===== config.mk =====
export PLATFORM = sky130hd
export DESIGN_NAME = tod_alarm_pair
export DESIGN_NICKNAME = d
export VERILOG_FILES = /design/src/rtl/alm_pkg.sv /design/src/rtl/alm_bank.sv /design/src/rtl/alm_match.sv /design/src/rtl/alm_flag.sv /design/src/rtl/alm_irq_route.sv /design/src/rtl/tod_alarm_pair.sv
export SDC_FILE = /design/constraint.sdc
export NUM_CORES = 1
export LEC_CHECK = 0
export ABC_AREA = 0
export CAP_MARGIN = 20
export CORE_MARGIN = 5
export CORE_UTILIZATION = 50
export CTS_BUF_LIST = sky130_fd_sc_hd__clkbuf_8 sky130_fd_sc_hd__clkbuf_16
export CTS_CLUSTER_DIAMETER = 50
export CTS_CLUSTER_SIZE = 10
export DETAILED_ROUTE_END_ITERATION = 10
export DONT_BUFFER_PORTS = 1
export SLEW_MARGIN = 40
export SYNTH_ARGS = -nofsm -noshare
export SYNTH_HDL_FRONTEND = slang
export SYNTH_SLANG_ARGS = --single-unit

===== constraint.sdc =====
create_clock -name clk -period 2.5 [get_ports clk]
set_input_delay 0.125 -clock clk [delete_from_list [all_inputs] [get_ports clk]]
set_output_delay 0.125 -clock clk [all_outputs]
set_load 0.005 [all_outputs]

===== src/rtl/alm_pkg.sv =====
// Package: shared sizes and field ordering for the dual alarm block.
// Assumes the number of fields per alarm is a power of two.
package alm_pkg;
    localparam int ALARMS = 2;
    localparam int FIELDS = 4;

    typedef enum logic [1:0] {
        FLD_SEC  = 2'd0,
        FLD_MIN  = 2'd1,
        FLD_HOUR = 2'd2,
        FLD_DAY  = 2'd3
    } field_e;
endpackage


===== src/rtl/alm_bank.sv =====
// Module: storage for one alarm's field bytes.
// Each byte loads from wdata when its one-hot select is high.
// Assumes at most one select bit is high in any cycle.
module alm_bank #(
    parameter int DATA_W = 8,
    parameter int FIELDS = 4
) (
    input  logic                            clk,
    input  logic                            rst_n,
    input  logic [FIELDS-1:0]               wr_sel_i,
    input  logic [DATA_W-1:0]               wdata_i,
    output logic [FIELDS-1:0][DATA_W-1:0]   q_o
);
    for (genvar f = 0; f < FIELDS; f++) begin : g_fld
        // Load one field byte on its select, clear on reset.
        always_ff @(posedge clk) begin
            if (!rst_n)           q_o[f] <= '0;
            else if (wr_sel_i[f]) q_o[f] <= wdata_i;
        end

        assert_bank_hold_R2: assert property (@(posedge clk) disable iff (!rst_n)
            !wr_sel_i[f] |=> $stable(q_o[f]));
    end
endmodule


===== src/rtl/alm_match.sv =====
// Module: compare one alarm's fields against the live time.
// A field agrees when its top bit (mask) is set, or when its remaining
// bits equal the same bits of the current time byte.
module alm_match #(
    parameter int DATA_W = 8,
    parameter int FIELDS = 4
) (
    input  logic [FIELDS-1:0][DATA_W-1:0]   alarm_i,
    input  logic [FIELDS-1:0][DATA_W-1:0]   now_i,
    output logic                            hit_o
);
    logic [FIELDS-1:0] agree;

    for (genvar f = 0; f < FIELDS; f++) begin : g_cmp
        // Per-field compare of the value bits, overridden by the mask bit.
        assign agree[f] = alarm_i[f][DATA_W-1] |
                          (alarm_i[f][DATA_W-2:0] == now_i[f][DATA_W-2:0]);
    end

    assign hit_o = &agree;
endmodule


===== src/rtl/alm_flag.sv =====
// Module: sticky alarm flag.
// The flag is set by a tick with a match and cleared by a host access.
// When both happen in the same cycle, the set wins.
module alm_flag (
    input  logic clk,
    input  logic rst_n,
    input  logic tick_i,
    input  logic hit_i,
    input  logic clr_i,
    output logic flag_o
);
    // Set on a tick match, otherwise clear on an access, otherwise hold.
    always_ff @(posedge clk) begin
        if (!rst_n)                 flag_o <= 1'b0;
        else if (tick_i && hit_i)   flag_o <= 1'b1;
        else if (clr_i)             flag_o <= 1'b0;
    end

    assert_flag_set_R3: assert property (@(posedge clk) disable iff (!rst_n)
        (tick_i && hit_i) |=> flag_o);
    assert_flag_rise_R9: assert property (@(posedge clk) disable iff (!rst_n)
        $rose(flag_o) |-> $past(tick_i && hit_i));
    assert_flag_fall_R10: assert property (@(posedge clk) disable iff (!rst_n)
        $fell(flag_o) |-> $past(clr_i));
endmodule


===== src/rtl/alm_irq_route.sv =====
// Module: gate the flags with their enables and route them to two
// active-low lines, either separately or combined on line 0.
// Purely combinational.
module alm_irq_route (
    input  logic [1:0] flag_i,
    input  logic [1:0] ien_i,
    input  logic       split_i,
    output logic       irq0_n_o,
    output logic       irq1_n_o
);
    logic [1:0] active;

    // Route the enabled flags to the output lines.
    always_comb begin
        active = flag_i & ien_i;
        if (split_i) begin
            irq0_n_o = ~active[0];
            irq1_n_o = ~active[1];
        end else begin
            irq0_n_o = ~(|active);
            irq1_n_o = 1'b1;
        end
    end
endmodule


===== src/rtl/tod_alarm_pair.sv =====
// Module: top level of the dual maskable time-of-day alarm.
// It decodes the register window and holds two alarm banks with their
// comparators and flags, then drives the interrupt routing.
// Assumes tick is a single-cycle pulse and the time bytes are stable
// while it is high.
module tod_alarm_pair #(
    parameter int          DATA_W    = 8,
    parameter int          ADDR_W    = 7,
    parameter logic [6:0]  BASE_ADDR = 7'h07
) (
    input  logic              clk,
    input  logic              rst_n,
    input  logic              tick,
    input  logic [DATA_W-1:0] cur_sec,
    input  logic [DATA_W-1:0] cur_min,
    input  logic [DATA_W-1:0] cur_hour,
    input  logic [DATA_W-1:0] cur_day,
    input  logic [ADDR_W-1:0] acc_addr,
    input  logic              wr_en,
    input  logic              rd_en,
    input  logic [DATA_W-1:0] wdata,
    output logic [DATA_W-1:0] rdata,
    input  logic [1:0]        alm_ien,
    input  logic              irq_split,
    output logic [1:0]        flag,
    output logic              irq0_n,
    output logic              irq1_n
);
    import alm_pkg::*;

    localparam int SPAN   = ALARMS * FIELDS;
    localparam int FSEL_W = $clog2(FIELDS);

    logic [ADDR_W-1:0]                           offset;
    logic                                        in_range;
    logic [FSEL_W-1:0]                           fidx;
    logic [FIELDS-1:0][DATA_W-1:0]               now_pk;
    logic [ALARMS-1:0][FIELDS-1:0][DATA_W-1:0]   bank;
    logic [ALARMS-1:0]                           a_hit;
    logic [ALARMS-1:0]                           match;
    logic [ALARMS-1:0]                           clr;

    // Pack the time bytes in field order: seconds, minutes, hours, day.
    assign now_pk[FLD_SEC]  = cur_sec;
    assign now_pk[FLD_MIN]  = cur_min;
    assign now_pk[FLD_HOUR] = cur_hour;
    assign now_pk[FLD_DAY]  = cur_day;

    // Window decode: offset into the alarm block and the field index.
    assign offset   = acc_addr - ADDR_W'(BASE_ADDR);
    assign in_range = (int'(acc_addr) >= int'(BASE_ADDR)) &&
                      (int'(acc_addr) <  int'(BASE_ADDR) + SPAN);
    assign fidx     = offset[FSEL_W-1:0];

    for (genvar a = 0; a < ALARMS; a++) begin : g_alm
        logic [FIELDS-1:0] wr_sel;

        assign a_hit[a] = in_range && ((int'(offset) / FIELDS) == a);
        assign wr_sel   = (wr_en && a_hit[a]) ? (FIELDS'(1) << fidx) : '0;
        assign clr[a]   = (wr_en || rd_en) && a_hit[a];

        alm_bank #(.DATA_W(DATA_W), .FIELDS(FIELDS)) u_bank (
            .clk      (clk),
            .rst_n    (rst_n),
            .wr_sel_i (wr_sel),
            .wdata_i  (wdata),
            .q_o      (bank[a])
        );

        alm_match #(.DATA_W(DATA_W), .FIELDS(FIELDS)) u_match (
            .alarm_i (bank[a]),
            .now_i   (now_pk),
            .hit_o   (match[a])
        );

        alm_flag u_flag (
            .clk    (clk),
            .rst_n  (rst_n),
            .tick_i (tick),
            .hit_i  (match[a]),
            .clr_i  (clr[a]),
            .flag_o (flag[a])
        );
    end

    // Read mux: the addressed alarm byte, or zero outside the window.
    always_comb begin
        rdata = '0;
        for (int a = 0; a < ALARMS; a++)
            for (int f = 0; f < FIELDS; f++)
                if (in_range && int'(offset) == a * FIELDS + f)
                    rdata = bank[a][f];
    end

    alm_irq_route u_route (
        .flag_i   (flag),
        .ien_i    (alm_ien),
        .split_i  (irq_split),
        .irq0_n_o (irq0_n),
        .irq1_n_o (irq1_n)
    );

    assert_irq_needs_flag_R11: assert property (@(posedge clk) disable iff (!rst_n)
        !irq0_n |-> (flag != 2'b00));
    assert_shared_idle_R12: assert property (@(posedge clk) disable iff (!rst_n)
        !irq_split |-> irq1_n);
    assert_one_write_R2: assert property (@(posedge clk) disable iff (!rst_n)
        $onehot0(clr & {ALARMS{wr_en}}));
endmodule


**Yosys cells after proc, flatten, opt, wreduce, memory -nomap -nowiden**

Index checks and enable logic that the tools add are counted.

- Logic and storage cells: 83
- Bits in registers: 66

- Bitwise logic cells: 12
- Add/sub/neg operators: 1
- Mux-type cells: 16
- Reductions and logical operators: 25
- $lt $le $gt $ge: 2
- Eq/ne operators: 16
- Shift-type cells: 1

Operators by type and width:

| operator | count |
|---|---|
| 2-to-1 mux 8 bit | 8 |
| == test 7 bit | 8 |
| zero test 32 bit | 1 |
| == test 7 x 4 -> 1 bit (second input constant) | 4 |
| logical AND 1 bit | 17 |
| == test 7 x 3 -> 1 bit (second input constant) | 2 |
| 2-to-1 mux 4 bit | 2 |
| bitwise OR 1 bit | 8 |
| AND reduction 4 bit | 2 |
| == test 7 x 2 -> 1 bit (second input constant) | 1 |
| greater-or-equal comparator 7 x 3 -> 1 bit (second input constant) | 1 |
| zero test 7 bit | 1 |
| less-than comparator 7 x 4 -> 1 bit (second input constant) | 1 |
| subtractor 7 x 3 -> 7 bit (second input constant) | 1 |
| 2-to-1 mux 1 bit | 6 |
| == test 5 x 2 -> 1 bit (second input constant) | 1 |
| nonzero test 2 bit | 2 |
| << shifter 1 x 2 -> 4 bit (first input constant) | 1 |
| inverter 1 bit | 3 |
| bitwise AND 2 bit | 1 |
| OR reduction 2 bit | 1 |
| logical OR 1 bit | 1 |

**Logic depth before layout (Yosys ltp)**

- Word-level depth: 11
- Gate-level depth with buffers: 7
- Gate-level depth less buffers: 5

**Cells and area by module**

Synthesis repeated with hierarchy kept, for this count alone.

- Cell total of the unflattened synthesis: 434
- Area, all modules: 4055.1 um2

Modules (own cells, without submodules):

| module | instances | sequential area each (um2) | area each (um2) | cells an instance |
|---|---|---|---|---|
| alm_bank | 2 | 640.6 | 1221.2 | 103 |
| tod_alarm_pair | 1 | 0.0 | 883.3 | 143 |
| alm_match | 2 | 0.0 | 311.5 | 37 |
| alm_flag | 2 | 20.0 | 41.3 | 4 |
| alm_irq_route | 1 | 0.0 | 23.8 | 3 |

**Worst setup path after synthesis**

No wires, ideal clock.

- Path type: input-to-output
- From: input port acc_addr[4]
- To: output port rdata[7]
- Data arrival time: 1.488 ns
- Data required time: 2.375 ns
- Setup slack: 0.887 ns
- Stages: 6
- Path buffers: 1
- Path through: nor4b_2 > and3_4 > buf_6 > a222oi_1 > a21oi_1 > a2bb2oi_2

- Cells in the longest elaborated chain, start to end: 11

Ends and longest elaborated chain:

| what | RTL line | source |
|---|---|---|
| start, declared | tod_alarm_pair.sv:18 | `input logic [ADDR_W-1:0] acc_addr,` |
| subtractor 7 x 3 -> 7 bit (tied with other cells) | tod_alarm_pair.sv:50 | `assign offset = acc_addr - ADDR_W'(BASE_ADDR);` |
| zero test 7 bit / logical AND 1 bit (equally long branches) | tod_alarm_pair.sv:91, tod_alarm_pair.sv:51 |  |
| logical AND 1 bit | tod_alarm_pair.sv:91 | `if (in_range && int'(offset) == a * FIELDS + f)` |
| 2-to-1 mux 8 bit (7 in series) | tod_alarm_pair.sv:91 |  |
| 2-to-1 mux 8 bit (*) | tod_alarm_pair.sv:91 |  |
| end, declared | tod_alarm_pair.sv:22 | `output logic [DATA_W-1:0] rdata,` |

Every way passes the cells marked *; elsewhere a longest branch is shown, timed or not.

**Final worst setup path**

- From: register g_alm[0].u_bank.q_o[24] in the netlist's numbering
- To: output port rdata[0]

- Cells in the longest elaborated chain, start to end: 5

Ends and longest elaborated chain:

| what | RTL line | source |
|---|---|---|
| start, declared | alm_bank.sv:12 | `output logic [FIELDS-1:0][DATA_W-1:0] q_o` |
| start signal, assigned by index | alm_bank.sv:18 | `else if (wr_sel_i[f]) q_o[f] <= wdata_i;` |
| 2-to-1 mux 8 bit (5 in series) | tod_alarm_pair.sv:91 |  |

No other way between the ends.

==> results.json <==
{
  "status": "completed",
  "end_kind": "output port",
  "rsz0062_at_grt": "no",
  "grt_first_pass_wirelength_um": 19050,
  "worst-path-buf-inv": 0,
  "hold_path.class": "in -> reg",
  "yosysSeqAreaShare": 0.3358,
  "dieArea_mm2": 0.009745,
  "finalNetCount": 512,
  "vias_per_cell": 6.078,
  "start_kind": "flip-flop",
  "setup-tns-final_ns": 0,
  "crit_slowest_cell": "mux4_2",
  "first_global_vias": 3430,
  "fp.dieH_um": 98.72,
  "ys.flop_type": "dfxtp_1",
  "slew_headroom": 0.4931,
  "syn_to_final_growth_pct": 6.804,
  "regArea_mm2": 0.001321,
  "multi_input_area_mm2": 0.002412,
  "antenna_found_initial": 5,
  "power_uw": 2072,
  "ir_worst_vdd_mv": 0.2701,
  "portBuffers": 0,
  "arrival_ns": 1.88,
  "syn_area_mm2": 0.003935,
  "drt_iter0_drc": 257,
  "synth.most_common_cell": "dfxtp_1",
  "gr-total-overflow": 0,
  "period_needed_ns": 2.004,
  "async_flop_share": 0,
  "p_leak_uw": 0.001595,
  "wl_um": 12390,
  "rows": 32,
  "vias": 3434,
  "grt.total_usage": 0.2551,
  "htreeDepth": 3,
  "fillers": 759,
  "gp_congestion": 0.9574,
  "critical_path.cell_chain": "mux4_2 > mux2_2 > nand2_1 > o21ai_0 > a32o_1",
  "cts_tree": "yes",
  "cts_root_buf": "clkbuf_8",
  "clk_latency_ns": 0.35,
  "drive_gt1_frac": 0.1000,
  "place_hpwl_um": 8722,
  "worst_slew_pin_slew_ns": 0.7588,
  "cts_sinks": 66,
  "synth_area_leader_cell": "dfxtp_1",
  "skew_ns": 0.01164,
  "drc": 0,
  "critPathMaxStageDelay_ns": 0.47,
  "worst_ep_required_time_ns": 2.38,
  "synth_area_leaders": "dfxtp_1 (34%), mux2i_1 (8.9%), xor2_1 (7.1%)",
  "cts.clk_slew.worst_paths_ns": 0.07,
  "syn_nets": 521,
  "max_freq_mhz": 499.0,
  "critical_path.max_fanout": 3,
  "ant_nets": 0,
  "grt_max_degree": 66,
  "drtPass1Iterations": 5,
  "fin_crit_sh": 0.8017,
  "ys_seq_elements": 66,
  "crit_family": "multiplexers",
  "synth_common_cells": "dfxtp_1 (66), nand2_1 (65), nor2_1 (40)",
  "coreArea_mm2": 0.007687,
  "synthCells": 466,
  "hold_viol": 0,
  "dieWidth_um": 98.72,
  "yosysUniqueCellTypes": 52,
  "synth_top_area_frac": 0.3358,
  "path_class": "reg -> out",
  "cts_buffers": 9,
  "clockBufferDepth": 2,
  "boundaryPins": 67,
  "cts_setup_buffers": 0,
  "power_density_mw_per_mm2": 493.1,
  "ys_warn_count": 0,
  "start_util": 0.5119,
  "maxCapViolCount": 0,
  "setup_viol": 0,
  "synth-edff-count": 0,
  "drv_slew": 0,
  "routedWlPerCell_um": 21.93,
  "avgSynthCellArea_um2": 8.444
}
==> cell type report <==
cell class,instances,area share
Antenna cell,3,0.001786
Clock buffer,12,0.03930
Clock inverter,2,0.002977
Inverter,5,0.004466
Multi-Input combinational cell,360,0.5740
Sequential cell,66,0.3144
Tap cell,102,0.03037
Timing Repair Buffer,15,0.03275
==> registers in the layout, indices dropped and copies added, names as in the netlist <==
name and flops:
g_alm.u_flag.flag_o 2, g_alm.u_bank.q_o 64
==> path summary, 6_finish.rpt <==
check             cells past startpoint                     from  slack [ns]                      end
setup / recovery                      5  g_alm[0].u_bank.q_o[24]        0.50                 rdata[0]
hold / removal                        4              acc_addr[6]        0.08   g_alm[0].u_flag.flag_o
setup reg to reg                      5  g_alm[0].u_bank.q_o[24]        0.61   g_alm[0].u_flag.flag_o
hold reg to reg                       2  g_alm[0].u_bank.q_o[23]        0.48  g_alm[0].u_bank.q_o[23]
==> cells by family (layout without fill, tap and decap cells) <==
group | after synthesis | in the layout | synth area share
mux | 37 | 37 | 0.09762
compound gates | 103 | 103 | 0.1806
buf+inv | 40 | 34 | 0.05119
xor+xnor | 56 | 56 | 0.1246
flops | 66 | 66 | 0.3358
simple gates | 164 | 164 | 0.2102
other cells | 0 | 3 | 0
==> metal layers <==
| metal | global-route usage | vias up | share of wire |
|---|---|---|---|
| li1 | - | 1614 | - |
| met3 | 0.09625 | 26 | 0.10 |
| met5 | 0 | - | 0.0015 |
| met2 | 0.3859 | 165 | 0.45 |
| met4 | 0.08929 | 4 | 0.020 |
| met1 | 0.3339 | 1625 | 0.43 |
==> worst min-delay path, cell delays in order <==
cell and delay [ns]:
nor3_1 0.03, nand2_1 0.05, o21ai_0 0.06, a21oi_1 0.11
==> metrics by stage <==
stage / instance area [um^2] / cells / hold slack, ns / worst slack (ns) / util
5_1_grt: 4203 / 565 / 0.1107 / 0.4192 / 0.5467
3_3_place_gp: 3918 / 538 / 0.2456 / 0.5097 / 0.5096
6_report: 4203 / 565 / 0.07867 / 0.4959 / 0.5467
3_5_place_dp: 3918 / 538 / 0.2496 / 0.5014 / 0.5096
2_1_floorplan: 3935 / 466 / 0.2426 / 0.8865 / -
4_1_cts: 4195 / 562 / 0.06757 / 0.4908 / 0.5457
==> report_power, final <==
| group | switching, uW | internal (uW) |
|---|---|---|
| Clock | 406 | 429 |
| Sequential | 2.78 | 1050 |
| Combinational | 110 | 71.2 |
==> cells in the final DEF, fill, tap and decap left out, types with 4 or more instances in the layout <==
| cell type | instances |
|---|---|
| a22o_1 | 14 |
| clkbuf_8 | 12 |
| nor4_1 | 9 |
| mux2i_1 | 35 |
| a41oi_1 | 6 |
| buf_4 | 5 |
| or2_2 | 4 |
| xnor2_1 | 24 |
| nor2_1 | 40 |
| nor2b_1 | 6 |
| dfxtp_1 | 66 |
| nand2_1 | 65 |
| xor2_1 | 32 |
| o21ai_0 | 12 |
| inv_1 | 4 |
| a21oi_1 | 36 |
| a21oi_2 | 8 |
| a222oi_1 | 4 |
| dlygate4sd3_1 | 10 |
| o22ai_1 | 10 |
| nand3_1 | 18 |
==> timing repair <==
item / in CTS / in global routing
resized for setup: 0 / 0
hold buffers: 10 / 0
hold endpoints to repair: 65 / 0
(Power assumes the default switching activity.)
